**src/rtl/smi_hs_pkg.sv**
```systemverilog
`timescale 1ns/1ps
package smi_hs_pkg;
  typedef enum logic [2:0] {
    ST_IDLE,
    ST_ENTRY,
    ST_DRV_LO,
    ST_DRV_HI,
    ST_WAIT_HI
  } hs_state_e;
endpackage

```
**src/rtl/smi_pin_qual.sv**
```systemverilog
`timescale 1ns/1ps
module smi_pin_qual #(
  parameter int LOW_MIN = 4
) (
  input  logic clk_i,
  input  logic rst_ni,
  input  logic pin_i,
  input  logic arm_i,
  output logic hit_o
);
  localparam int CW = $clog2(LOW_MIN + 1);
  localparam logic [CW-1:0] RUN_LAST = CW'(LOW_MIN - 1);
  localparam logic [CW-1:0] RUN_SAT  = CW'(LOW_MIN);

  logic [CW-1:0] run_q;

  always_ff @(posedge clk_i or negedge rst_ni) begin
    if (!rst_ni)               run_q <= '0;
    else if (!arm_i || pin_i)  run_q <= '0;
    else if (run_q != RUN_SAT) run_q <= run_q + 1'b1;
  end

  assign hit_o = arm_i && !pin_i && (run_q == RUN_LAST);

  generate
    if (LOW_MIN > 1) begin : g_chk
      // a high sample restarts the run, so the next sample cannot qualify
      assert_run_restart_R3: assert property (@(posedge clk_i) disable iff (!rst_ni)
        pin_i |=> !hit_o);
    end
  endgenerate
endmodule

```
**src/rtl/smi_hs_fsm.sv**
```systemverilog
`timescale 1ns/1ps
module smi_hs_fsm
  import smi_hs_pkg::*;
#(
  parameter int ENTRY_DLY  = 4,
  parameter int HIGH_PULSE = 2
) (
  input  logic      clk_i,
  input  logic      rst_ni,
  input  logic      pin_i,
  input  logic      hit_i,
  input  logic      rsm_done_i,
  output hs_state_e state_o,
  output logic      pin_o,
  output logic      pin_oe_o,
  output logic      arm_o
);
  localparam int MAXD = (ENTRY_DLY > HIGH_PULSE) ? ENTRY_DLY : HIGH_PULSE;
  localparam int DW   = $clog2(MAXD + 1);
  localparam logic [DW-1:0] ENTRY_LAST = DW'(ENTRY_DLY - 1);
  localparam logic [DW-1:0] HIGH_LAST  = DW'(HIGH_PULSE - 1);

  hs_state_e     state_q, state_d;
  logic [DW-1:0] dly_q;

  always_comb begin
    state_d = state_q;
    unique case (state_q)
      ST_IDLE:    if (hit_i)                   state_d = ST_ENTRY;
      ST_ENTRY:   if (dly_q == ENTRY_LAST)     state_d = ST_DRV_LO;
      ST_DRV_LO:  if (rsm_done_i)              state_d = ST_DRV_HI;
      ST_DRV_HI:  if (dly_q == HIGH_LAST)      state_d = ST_WAIT_HI;
      ST_WAIT_HI: if (pin_i)                   state_d = ST_IDLE;
      default:                                 state_d = ST_IDLE;
    endcase
  end

  always_ff @(posedge clk_i or negedge rst_ni) begin
    if (!rst_ni) begin
      state_q <= ST_IDLE;
      dly_q   <= '0;
    end else begin
      state_q <= state_d;
      dly_q   <= (state_d != state_q) ? '0 : dly_q + 1'b1;
    end
  end

  assign state_o  = state_q;
  assign pin_oe_o = (state_q == ST_DRV_LO) || (state_q == ST_DRV_HI);
  assign pin_o    = (state_q == ST_DRV_HI);
  assign arm_o    = (state_q == ST_IDLE);

  assert_drive_starts_low_R4: assert property (@(posedge clk_i) disable iff (!rst_ni)
    $rose(pin_oe_o) |-> !pin_o);
  assert_hold_low_R5: assert property (@(posedge clk_i) disable iff (!rst_ni)
    (state_q == ST_DRV_LO && !rsm_done_i) |=> (pin_oe_o && !pin_o));
  assert_release_after_high_R6: assert property (@(posedge clk_i) disable iff (!rst_ni)
    $fell(pin_oe_o) |-> $past(pin_o));
  assert_no_rearm_low_R8: assert property (@(posedge clk_i) disable iff (!rst_ni)
    (state_q == ST_WAIT_HI && !pin_i) |=> !arm_o);
endmodule

```
**src/rtl/smi_strobe_gen.sv**
```systemverilog
`timescale 1ns/1ps
module smi_strobe_gen (
  input  logic clk_i,
  input  logic rst_ni,
  input  logic bus_start_i,
  input  logic mm_cycle_i,
  output logic ads_o,
  output logic mads_o
);
  // both strobes share one register stage so their timing is identical
  always_ff @(posedge clk_i or negedge rst_ni) begin
    if (!rst_ni) begin
      ads_o  <= 1'b0;
      mads_o <= 1'b0;
    end else begin
      ads_o  <= bus_start_i && !mm_cycle_i;
      mads_o <= bus_start_i &&  mm_cycle_i;
    end
  end

  assert_strobe_excl_R10: assert property (@(posedge clk_i) disable iff (!rst_ni)
    $onehot0({ads_o, mads_o}));
  assert_mads_source_R10: assert property (@(posedge clk_i) disable iff (!rst_ni)
    mads_o |-> $past(mm_cycle_i));
endmodule

```
**src/rtl/smi_handshake_ctrl.sv**
```systemverilog
`timescale 1ns/1ps
module smi_handshake_ctrl
  import smi_hs_pkg::*;
#(
  parameter int LOW_MIN    = 4,
  parameter int ENTRY_DLY  = 4,
  parameter int HIGH_PULSE = 2
) (
  input  logic clk_i,
  input  logic rst_ni,
  input  logic pin_i,
  output logic pin_o,
  output logic pin_oe_o,
  input  logic rsm_done_i,
  input  logic nmi_i,
  output logic smi_req_o,
  output logic nmi_req_o,
  input  logic bus_start_i,
  input  logic mm_cycle_i,
  output logic ads_o,
  output logic mads_o
);
  hs_state_e state;
  logic      hit, arm;

  smi_pin_qual #(.LOW_MIN(LOW_MIN)) u_qual (
    .clk_i (clk_i),
    .rst_ni(rst_ni),
    .pin_i (pin_i),
    .arm_i (arm),
    .hit_o (hit)
  );

  smi_hs_fsm #(.ENTRY_DLY(ENTRY_DLY), .HIGH_PULSE(HIGH_PULSE)) u_fsm (
    .clk_i     (clk_i),
    .rst_ni    (rst_ni),
    .pin_i     (pin_i),
    .hit_i     (hit),
    .rsm_done_i(rsm_done_i),
    .state_o   (state),
    .pin_o     (pin_o),
    .pin_oe_o  (pin_oe_o),
    .arm_o     (arm)
  );

  smi_strobe_gen u_strobe (
    .clk_i      (clk_i),
    .rst_ni     (rst_ni),
    .bus_start_i(bus_start_i),
    .mm_cycle_i (mm_cycle_i),
    .ads_o      (ads_o),
    .mads_o     (mads_o)
  );

  assign smi_req_o = (state == ST_ENTRY) || (state == ST_DRV_LO);
  assign nmi_req_o = nmi_i && (state == ST_IDLE);

  assert_req_priority_R9: assert property (@(posedge clk_i) disable iff (!rst_ni)
    !(smi_req_o && nmi_req_o));
  assert_req_on_hit_R2: assert property (@(posedge clk_i) disable iff (!rst_ni)
    hit |=> smi_req_o);
endmodule

```
**config.mk**
```make
export PLATFORM = sky130hd
export DESIGN_NAME = smi_handshake_ctrl
export DESIGN_NICKNAME = d
export VERILOG_FILES = /design/src/rtl/smi_hs_pkg.sv /design/src/rtl/smi_pin_qual.sv /design/src/rtl/smi_hs_fsm.sv /design/src/rtl/smi_strobe_gen.sv /design/src/rtl/smi_handshake_ctrl.sv
export SDC_FILE = /design/constraint.sdc
export NUM_CORES = 1
export LEC_CHECK = 0
export BUFFER_PORTS_ARGS = -buffer_cell sky130_fd_sc_hd__buf_2
export CORE_ASPECT_RATIO = 0.9
export CORE_MARGIN = 2
export CORE_UTILIZATION = 35
export CTS_CLUSTER_SIZE = 14
export DETAILED_ROUTE_END_ITERATION = 16
export GPL_TIMING_DRIVEN = 0
export HOLD_SLACK_MARGIN = 0.02
export PLACE_DENSITY = 0.59
export SETUP_SLACK_MARGIN = 0.05
export SYNTH_ARGS = -nofsm -noshare
export SYNTH_HDL_FRONTEND = slang
export SYNTH_SLANG_ARGS = --single-unit
export TNS_END_PERCENT = 5
```
**constraint.sdc**
```tcl
create_clock -name clk_i -period 1.8 [get_ports clk_i]
set_input_delay 0.27 -clock clk_i [delete_from_list [all_inputs] [get_ports clk_i]]
set_output_delay 0.27 -clock clk_i [all_outputs]
set_load 0.1 [all_outputs]
```
After elaboration in Yosys (flattened, before gate mapping) --
Cells that the tools add are included.
Storage, ports and cells: bits of input ports 7, output and inout bits 6, logic and storage cells 38, register bits after elaboration 11
Operators by class: mux-type cells 9, $add $sub $neg 2, reduce and logical (&&, ||, !) cells 13, equal/unequal tests 9
Operators by type and width (number):
- $mux W3 | 8
- $pmux W3 S5 | 1
- $eq A3 B2 Y1 const B | 4
- $add A3 B1 Y3 const B | 2
- $eq A3 B1 Y1 const B | 2
- $logic_and A1 B1 Y1 | 5
- $eq A3 B3 Y1 const B | 1
- $logic_not A1 Y1 | 3
- $logic_not A3 Y1 | 1
- $logic_or A1 B1 Y1 | 3
- $ne A3 B3 Y1 | 1
- $ne A3 B3 Y1 const B | 1
- $reduce_bool A2 Y1 | 1

Longest topological paths before layout --
Gate-level depths: netlist of the first run.
word-level depth 7, gate-level depth with buffers 5, mapped depth without buffers 5

Modules after synthesis --
Synthesis of the first run repeated with hierarchy kept, for this count alone.
Unflattened totals: cell total of the unflattened synthesis 65, area total of the unflattened synthesis 665.6 µm²
Modules (own cells, without submodules):
- smi_hs_fsm | seq. area each 150.1 µm², cells each 38, instances 1, area an instance 384.1 µm²
- smi_pin_qual | seq. area each 75.1 µm², cells each 20, instances 1, area an instance 187.7 µm²
- smi_strobe_gen | seq. area each 50.0 µm², cells each 4, instances 1, area an instance 66.3 µm²
- smi_handshake_ctrl | seq. area each 0.0 µm², cells each 3, instances 1, area an instance 27.5 µm²

Worst setup path before layout of the first run --
Ideal clock, no wire load.
path kind flip-flop to output port, start point register u_fsm.state_q[1] (netlist: u_fsm.state_o[1]), end point output nmi_req_o, cell stages (with the launch flop) 3, arrival time 3633 ps, slack -2103 ps, cells stage by stage dfrtp_1 > buf_4 > nor4b_1
On the way: cells in the longest elaborated chain, start to end 2
RTL lines:
- from (decl) | RTL line smi_hs_fsm.sv:23 | hs_state_e state_q, state_d;
- from (signal assigned) | RTL line smi_hs_fsm.sv:43 | state_q <= state_d;
- $logic_not A3 Y1 | RTL line smi_handshake_ctrl.sv:56 | assign nmi_req_o = nmi_i && (state == ST_IDLE);
- $logic_and A1 B1 Y1 | RTL line smi_handshake_ctrl.sv:56
- to (decl) | RTL line smi_handshake_ctrl.sv:17 | output logic nmi_req_o,
Every way passes these cells.

Worst setup path after layout of the first run --
start point register u_fsm.state_q[1] (netlist: u_fsm.state_o[1]), end point output smi_req_o
On the way: cells in the longest elaborated chain, start to end 2, elaborated cells on any way between the ends 3, those cells by class eq/ne: 2; reduce/logical: 1
RTL lines:
- $eq A3 B1 Y1 / $eq A3 B2 Y1 (equally long branches) | RTL line smi_handshake_ctrl.sv:55 | assign smi_req_o = (state == ST_ENTRY) || (state == ST_DRV_LO);
- $logic_or A1 B1 Y1 (*) | RTL line smi_handshake_ctrl.sv:55
- to (decl) | RTL line smi_handshake_ctrl.sv:16 | output logic smi_req_o,
Mark *: on every way between the ends. The rest lies on a longest branch, timed or not.

==> results of run 1 <==
-- logic make-up after synthesis --
kind of cell | after synthesis | synth area share, %
AND/OR/NAND/NOR | 20 | 20.2
flip-flops | 11 | 46.2
AO/OA/AOI/OAI | 9 | 11.1
buffers and inverters | 8 | 6.93
adder cells (fa/ha/maj) | 6 | 12.6
XOR/XNOR | 2 | 2.94
-- per-stage QoR --
stage / instances / area (µm²) / hold slack, ns
after floorplan: 56 / 621 / -0.0256
after global placement: 92 / 711 / 0.157
after detailed placement: 92 / 711 / 0.154
after CTS: 97 / 749 / 0.146
after global routing: 97 / 752 / 0.153
final: 97 / 752 / 0.158
-- metal layers --
metal  global-route usage, %  vias to the layer above  wire length, µm
li1                        -                      227                -
met1                    16.2                      184              486
met2                    18.4                       12              429
met3                    3.83                        4               44
met4                    6.67                        0               24
met5                       0                        -                0
-- cell usage in the layout (no fill, tap or decap) --
cell / instances
dfrtp_1: 11
buf_2: 10
inv_1: 6
ha_1: 6
nor3_1: 4
clkbuf_4: 4
a21oi_1: 3
buf_4: 2
xnor2_1: 2
nor2b_1: 2
nand3b_1: 2
nor2_1: 2
nand2_1: 2
buf_6: 1
nor2b_4: 1
and2_2: 1
nor2_2: 1
or4_4: 1
and3b_1: 1
o31a_2: 1
o22ai_1: 1
a22oi_1: 1
a32o_1: 1
o21ai_0: 1
o211ai_2: 1
nor4b_4: 1
and2_1: 1
nand3_1: 1
clkbuf_1: 1
dlygate4sd3_1: 1
-- critical path: cells and delay by family, from the launching register on --
kind,cells,cell delay [ns]
buf+inv,2,0.59
xor+xnor,1,0.13
flops,1,0.36
simple gates,1,0.07
-- registers in the layout (all words and copies together) (netlist names) --
register / cells
u_fsm.dly_q: 3
u_strobe.mads_o: 1
u_strobe.ads_o: 1
u_fsm.state_o: 3
u_qual.run_q: 3
-- worst max-delay path by stage --
stage / slack [ns] / end / cells after the start / from
floorplan: -0.11 / u_fsm.state_o[2] / 3 / u_fsm.state_o[2]
global placement: 0.28 / pin_o / 3 / u_fsm.state_o[2]
detailed placement: 0.27 / pin_o / 3 / u_fsm.state_o[2]
CTS: 0.03 / nmi_req_o / 3 / u_fsm.state_o[0]
global route: 0.03 / pin_o / 3 / u_fsm.state_o[2]
finish: 0.12 / smi_req_o / 4 / u_fsm.state_o[1]
-- final cells by class --
cell class	instances	area, µm²
Timing Repair Buffer	13	75.1
Tap cell	24	30.0
Fill cell	174	877
Clock buffer	4	26.3
Multi-Input combinational cell	37	304
Inverter	6	22.5
Buffer	2	18.8
Sequential cell	11	275
-- what timing repair did --
item / 4_1_cts / 5_1_grt
endpoints found under the hold margin: 11 / 0
resized for setup: 1 / 1
buffers inserted: 0 / 0
setup endpoints to repair: 2 / 3
hold buffers: 1 / 0
==> metrics.csv, run 1 <==
stage,metric,value,unit
yosys,Mean Syn Cell Area,10.6,µm²
timing,TNS Setup,0,ns
timing,clock skew,0.00697,ns
yosys,largest cells by area after synthesis,"dfrtp_1 (46%), ha_1 (13%), inv_1 (3.8%), nor3_1 (3.4%), nor2b_1 (3.2%)",
drt,drt drc,0,
timing,Tightest Pin Transition,0.489,ns
setup_path,Setup CP Type,flip-flop to output port,
timing,Max Clock Freq,593,MHz
global_routing,Total Routing Usage GR,12.6,%
placed_design,DP HPWL,770,µm
drt,WL final,986,µm
setup_path,CP peak stage delay,0.42,ns
yosys,cell with the most instances after synthesis,dfrtp_1,
clock_tree,clock sinks,11,
clock_tree,"Clk pin slew, worst setup/hold paths",0.07,ns
clock_tree,CTS max path bufs,2,
die,IO Pins,13,
setup_path,r2r setup slk,0.29,ns
clock_tree,CTS tree,yes,
clock_tree,H-tree depth,1,
timing,RSZ-0062 raised after global routing,yes,
clock_tree,root buffer cell,clkbuf_4,
setup_path,"Slowest-stage cell, CP",buf_2,
clock_tree,Clock Latency Late Sink,0.27,ns
finish,Final Core Density,46.2,%
timing,"Setup violations, final",0,
yosys,"area leader, netlist",dfrtp_1,
yosys,Post-Syn Instances,56,
timing,final period utilization,93.6,%
yosys,prevailing post-synth register cell,dfrtp_1,
yosys,Synth cell types,24,
placed_design,Port Buffers,12,
setup_path,FF-to-FF Start,u_fsm.dly_q[0],
die,core area,1630,µm²
setup_path,"Req. time, crit path",1.53,ns
timing,Final min period,1.68,ns
yosys,Yosys reg bits,11,
min_path,hold endpoint,u_strobe.ads_o,
yosys,Ys Warns,0,
yosys,cell area after synthesis,596,µm²
min_path,Hold Path Depth,2,
finish,share of cells above drive strength 1,32.9,%
finish,area grow syn2layout,26.3,%
yosys,number of synthesized flops with an enable pin,0,
yosys,sequential share of the synthesized area,46.2,%
setup_path,Register-to-Register Path Depth,5,
drt,DR pass1 iterations,1,
setup_path,Critical Path AT,1.41,ns
drt,Detailed Route Iter0 Violations,0,
clock_tree,total CTS buffers,3,
placed_design,pre-CTS WS,0.274,ns
global_routing,initial antenna violation count,0,
run,max_cap viols,0,
setup_path,Crit. End Element,output port,
die,Initial Util,36.6,%
finish,Final nets,87,
placed_design,placer congestion estimate,0.654,
status,status,finished clean,
global_routing,global route overflow,0,
yosys,Synth top cells by count,"dfrtp_1 (11), ha_1 (6), inv_1 (6)",
timing,Max-slew headroom,67.6,%
global_routing,vias in the first global route,401,
timing,Final Hold Viols,0,
die,Core Rows,14,
die,die area,2050,µm²
timing,Setup WS post-layout,0.115,ns
global_routing,global-route wire length before repair,1750,µm
drt,drt via density,4.40,
min_path,worst min path class,primary input to flip-flop,
drt,WL/cell,10.2,µm
drt,vias after detailed routing,427,
setup_path,R2R Path End,u_fsm.dly_q[0],
setup_path,CP startpoint kind,flip-flop,
timing,Final Slew Violations,0,
yosys,Synthesized Nets,69,
yosys,top-area cell type share of the netlist area,46.2,%
setup_path,chain of cells forming the critical path,"buf_4, xnor2_1, nor2_2, buf_2",
die,width of the die,47.5,µm
yosys,fraction of registers with async set/reset,100,%
die,die height,43.1,µm
min_path,HP Start,mm_cycle_i,
setup_path,Critical Path Fanout Max,10,
finish,Ant. Diodes,0,
global_routing,largest net degree at the start of global routing,12,
drt,post-route ant nets,0,
Power of run 1 is left out: the tool's default activity adds up to more than one toggle a clock period on the data nets, which glitch-free logic cannot reach.
==> run 2: changes to the inputs <==
==> constraint.sdc (replaced) <==
create_clock -name clk_i -period 1.8 [get_ports clk_i]
set_input_delay 0.27 -clock clk_i [delete_from_list [all_inputs] [get_ports clk_i]]
set_output_delay 0.27 -clock clk_i [all_outputs]
set_load 0.01 [all_outputs]
==> metrics.csv, run 2 (same netlist as run 1, synthesis figures left out) <==
stage,metric,value,unit,change
power_and_ir_drop,pwr/cell area,1400,nW/µm²,
finish,Final Core Density,44.4,%,-1.8 points
timing,RSZ-0062 raised after global routing,no,,
global_routing,GRT met2 Usage,14.1,%,-4.3 points
die,die height,43.1,µm,unchanged
drt,vias after detailed routing,436,,+2.1%
setup_path,crit-path leading delay family,flip-flops,,
timing,Final Slew Violations,0,,unchanged
finish,Final nets,87,,unchanged
setup_path,Critical path buffers and inverters,2,,unchanged
die,core area,1630,µm²,unchanged
clock_tree,H-tree depth,1,,unchanged
finish,Ant. Diodes,0,,unchanged
global_routing,largest net degree at the start of global routing,12,,unchanged
die,Core Rows,14,,unchanged
setup_path,Crit. End Element,output port,,
timing,Max Clock Freq,647,MHz,+9.0%
timing,Max-slew headroom,82.8,%,+15 points
drt,drt drc,0,,unchanged
drt,post-route ant nets,0,,unchanged
clock_tree,"Clk pin slew, worst setup/hold paths",0.08,ns,about the same
global_routing,met1 usage,18.6,%,+2.4 points
placed_design,Inst Count DP,92,,unchanged
die,die area,2050,µm²,unchanged
placed_design,Port Buffers,12,,unchanged
global_routing,initial antenna violation count,0,,unchanged
global_routing,global routing's busiest layer,met1,,
global_routing,Global Route met3 Usage,4.68,%,+0.85 points
finish,"commonest non-fill, non-tap cell in the layout",buf_2,,
run,max_cap viols,0,,unchanged
timing,Setup WS post-layout,0.254,ns,+0.138 ns
drt,WL/cell,10.6,µm,+4.5%
global_routing,Total Routing Usage GR,12.2,%,-0.41 points
global_routing,global-route wire length before repair,1700,µm,-3.1%
global_routing,vias in the first global route,397,,-1.0%
placed_design,pre-CTS WS,0.289,ns,+0.0154 ns
power_and_ir_drop,VDD IR max,0.733,mV,
setup_path,"Req. time, crit path",1.53,ns,about the same
min_path,worst min path class,primary input to flip-flop,,
clock_tree,CTS tree,yes,,
clock_tree,root buffer cell,clkbuf_4,,
die,IO Pins,13,,unchanged
die,width of the die,47.5,µm,unchanged
finish,share of cells above drive strength 1,30.1,%,-2.7 points
drt,drt via density,4.49,,+2.1%
placed_design,placer congestion estimate,0.718,,+9.8%
clock_tree,post-CTS sizing,0,,-1
clock_tree,clock sinks,11,,unchanged
clock_tree,Clock Latency Late Sink,0.27,ns,about the same
setup_path,CP peak stage delay,0.36,ns,-0.06 ns
status,status,finished clean,,
setup_path,CP startpoint kind,flip-flop,,
drt,Detailed Route Iter0 Violations,10,,+10
timing,TNS Setup,0,ns,unchanged
clock_tree,CTS max path bufs,2,,unchanged
global_routing,global route overflow,0,,unchanged
drt,WL final,1030,µm,+4.5%
finish,filler-free cell count of the finished design,97,,unchanged
timing,Final min period,1.55,ns,-0.138 ns
finish,area grow syn2layout,21.4,%,
placed_design,DP HPWL,783,µm,+1.7%
timing,"Setup violations, final",0,,unchanged
setup_path,Setup CP Type,flip-flop to output port,,
setup_path,Critical Path Fanout Max,10,,unchanged
finish,most frequent cells in the layout,"buf_2 (12), dfrtp_1 (11), inv_1 (6), ha_1 (6), nor3_1 (4)",,
power_and_ir_drop,LEAKAGE,0.351,nW,
timing,Tightest Pin Transition,0.258,ns,-0.231 ns
timing,Final Hold Viols,0,,unchanged
timing,final period utilization,85.9,%,-7.7 points
timing,clock skew,0.00827,ns,+0.00130 ns
drt,DR pass1 iterations,4,,+3
die,Initial Util,36.6,%,unchanged
clock_tree,total CTS buffers,3,,unchanged
setup_path,Critical Path AT,1.28,ns,-0.13 ns
finish,layout filler cell count,173,,-0.57%
setup_path,"Slowest-stage cell, CP",dfrtp_1,,
setup_path,chain of cells forming the critical path,"buf_4, nor2b_1, and2_2, buf_2",,
[run 2: report_power, final]
group	leakage (nW)	total (mW)	internal, mW	switching, mW
Clock	0.0177	0.168	0.0822	0.0860
Combinational	0.191	0.472	0.233	0.239
Sequential	0.141	0.369	0.321	0.0480
Total	0.351	1.01	0.636	0.373
[run 2: through the flow]
step	total power, mW	hold slack (ns)	area (µm²)
finish	1.01	0.150	723
global route	1.11	0.137	723
CTS	1.03	0.140	723
detailed placement	0.851	0.161	686
global placement	0.841	0.158	686
floorplan	0.727	-0.0256	596
[run 2: worst paths after layout]
check	from	to	slack, ns	depth (start not counted)
max in group asynchronous	rst_ni	u_fsm.dly_q[1]	1.18	2
setup reg to reg	u_fsm.dly_q[0]	u_fsm.dly_q[2]	0.30	5
hold / removal	mm_cycle_i	u_strobe.ads_o	0.15	2
setup / recovery	u_fsm.state_o[1]	pin_o	0.25	4
min in group asynchronous	rst_ni	u_fsm.state_o[0]	0.41	2
hold reg to reg	u_fsm.dly_q[0]	u_fsm.dly_q[0]	0.48	1
[run 2: what timing repair did]
action | in CTS | in global routing
setup endpoints to repair | 0 | 0
hold buffers | 1 | 0
hold endpoints to repair | 11 | 0
setup buffers | 0 | 0
[run 2: final cells by class]
type                            count  area (µm²)  share of cell area, %
Tap cell                           24        30.0                   4.15
Multi-Input combinational cell     37         279                   38.6
Buffer                              2        18.8                   2.60
Inverter                            6        22.5                   3.11
Sequential cell                    11         275                   38.1
Clock inverter                      1        5.00                  0.692
Clock buffer                        3        22.5                   3.11
Timing Repair Buffer               13        70.1                   9.69
[run 2: layer usage]
layer,vias to the layer above,share of wire [%]
li1,229,-
met1,193,55
met4,0,1.4
met3,2,4.8
met5,-,0
met2,12,39
No activity file was read; power rests on OpenSTA's default activity.
==> run 3: changes to the inputs <==
--- a/config.mk
+++ b/config.mk
@@ -9,6 +9,7 @@
 export CORE_ASPECT_RATIO = 0.9
 export CORE_MARGIN = 2
 export CORE_UTILIZATION = 35
+export CTS_BUF_LIST = sky130_fd_sc_hd__clkbuf_2
 export CTS_CLUSTER_SIZE = 14
 export DETAILED_ROUTE_END_ITERATION = 16
 export GPL_TIMING_DRIVEN = 0
==> metrics.csv, run 3 (same netlist as run 1, synthesis figures left out) <==
stage,metric,value,unit,change
power_and_ir_drop,pwr/cell area,1370,nW/µm²,-2.1%
timing,Final min period,1.55,ns,+0.00110 ns
clock_tree,root buffer cell,clkbuf_2,,
power_and_ir_drop,VDD IR max,0.708,mV,-3.3%
die,IO Pins,13,,unchanged
drt,drt drc,0,,unchanged
clock_tree,H-tree depth,1,,unchanged
min_path,worst min path class,primary input to flip-flop,,
setup_path,Crit. End Element,output port,,
power_and_ir_drop,LEAKAGE,0.349,nW,-0.38%
clock_tree,post-CTS setup buffer count,0,,unchanged
drt,WL final,1030,µm,+0.39%
timing,clock skew,0.0162,ns,+0.00798 ns
die,die area,2050,µm²,unchanged
drt,WL/cell,10.7,µm,+0.39%
drt,post-route ant nets,0,,unchanged
status,status,finished clean,,
finish,Final nets,87,,unchanged
finish,"commonest non-fill, non-tap cell in the layout",buf_2,,
die,width of the die,47.5,µm,unchanged
clock_tree,"Clk pin slew, worst setup/hold paths",0.12,ns,+0.04 ns
finish,most frequent cells in the layout,"buf_2 (12), dfrtp_1 (11), inv_1 (6), ha_1 (6), nor3_1 (4)",,
finish,area grow syn2layout,20.2,%,
timing,Final Hold Viols,0,,unchanged
drt,DR pass1 iterations,4,,unchanged
die,core area,1630,µm²,unchanged
global_routing,global-route wire length before repair,1700,µm,unchanged
timing,Max-slew headroom,82.8,%,about the same
finish,share of cells above drive strength 1,30.1,%,unchanged
power_and_ir_drop,total power,0.978,mW,-3.1%
setup_path,Critical path buffers and inverters,2,,unchanged
drt,Detailed Route Iter0 Violations,9,,-1
setup_path,Critical Path AT,1.28,ns,about the same
clock_tree,CTS tree,yes,,
timing,Setup WS post-layout,0.252,ns,-0.00110 ns
timing,final period utilization,86.0,%,about the same
die,die height,43.1,µm,unchanged
setup_path,CP peak stage delay,0.37,ns,about the same
finish,Ant. Diodes,0,,unchanged
setup_path,"Slowest-stage cell, CP",dfrtp_1,,
global_routing,Total Routing Usage GR,12.3,%,+0.17 points
setup_path,chain of cells forming the critical path,"buf_4, nor2b_1, and2_2, buf_2",,
timing,TNS Setup,0,ns,unchanged
timing,Max Clock Freq,646,MHz,about the same
global_routing,largest net degree at the start of global routing,12,,unchanged
clock_tree,CTS max path bufs,2,,unchanged
timing,Tightest Pin Transition,0.258,ns,+0.0000674 ns
die,Initial Util,36.6,%,unchanged
die,Core Rows,14,,unchanged
clock_tree,total CTS buffers,3,,unchanged
placed_design,Port Buffers,12,,unchanged
finish,post-route cell area,716,µm²,-1.0%
setup_path,Setup CP Type,flip-flop to output port,,
global_routing,initial antenna violation count,0,,unchanged
global_routing,vias in the first global route,397,,unchanged
setup_path,"Req. time, crit path",1.53,ns,about the same
setup_path,CP startpoint kind,flip-flop,,
setup_path,Critical Path Fanout Max,10,,unchanged
timing,RSZ-0062 raised after global routing,no,,
placed_design,placed cell area,686,µm²,unchanged
global_routing,global route overflow,0,,unchanged
placed_design,placer congestion estimate,0.718,,unchanged
timing,Hold WS,0.142,ns,-0.00757 ns
placed_design,pre-CTS WS,0.289,ns,unchanged
setup_path,crit-path leading delay family,flip-flops,,
run,max_cap viols,0,,unchanged
clock_tree,clock sinks,11,,unchanged
timing,Final Slew Violations,0,,unchanged
timing,"Setup violations, final",0,,unchanged
drt,drt via density,4.53,,+0.69%
clock_tree,Clock Latency Late Sink,0.27,ns,about the same
drt,vias after detailed routing,439,,+0.69%
placed_design,DP HPWL,783,µm,unchanged
## run 3: cell count changes in the layout (fill, tap and decap cells not counted)
cell	change
clkbuf_2	+3
clkbuf_4	-3
## run 3: worst reg2reg max path, cell delays in order (launching register included)
cell and delay (ns):
dfrtp_1 0.40, buf_6 0.14, or4_4 0.57, o211ai_2 0.22
nor3_1 0.07
## run 3: per-layer routing
metal  track usage [%]  up-vias  part of all wire (%)
li1                  -      229                     -
met1              18.4      196                    56
met2              14.1       12                    38
met3              4.68        2                   4.7
met4              8.33        0                   1.4
met5                 0        -                     0
## run 3: area by class of cell
cell class,count,area (µm²)
Multi-Input combinational cell,37,279
Buffer,2,18.8
Timing Repair Buffer,13,70.1
Fill cell,174,913
Clock buffer,3,15.0
Inverter,6,22.5
Tap cell,24,30.0
Clock inverter,1,5.00
Sequential cell,11,275
## run 3: per-stage QoR
stage,std cells,util (%)
global placement,92,42.1
finish,97,43.9
detailed placement,92,42.1
global route,97,43.9
CTS,97,43.9
floorplan,56,-
## run 3: repair_timing
action,CTS,global route
hold endpoints to repair,11,0
hold buffers,1,0
setup endpoints to repair,0,0
resized for setup,0,0
## run 3: final timing paths
kind | slack [ns] | startpoint | cells after the start | endpoint
max | 0.25 | u_fsm.state_o[1] | 4 | pin_o
min | 0.14 | mm_cycle_i | 2 | u_strobe.ads_o
max reg2reg | 0.29 | u_fsm.state_o[0] | 4 | u_fsm.dly_q[1]
min reg2reg | 0.48 | u_fsm.dly_q[0] | 1 | u_fsm.dly_q[0]
max in group asynchronous | 1.18 | rst_ni | 2 | u_fsm.dly_q[0]
min in group asynchronous | 0.40 | rst_ni | 2 | u_strobe.ads_o
## run 3: where the power goes
part,switching [mW],internal (mW)
logic,0.240,0.233
clock network,0.0868,0.0503
registers,0.0478,0.321
total,0.374,0.604
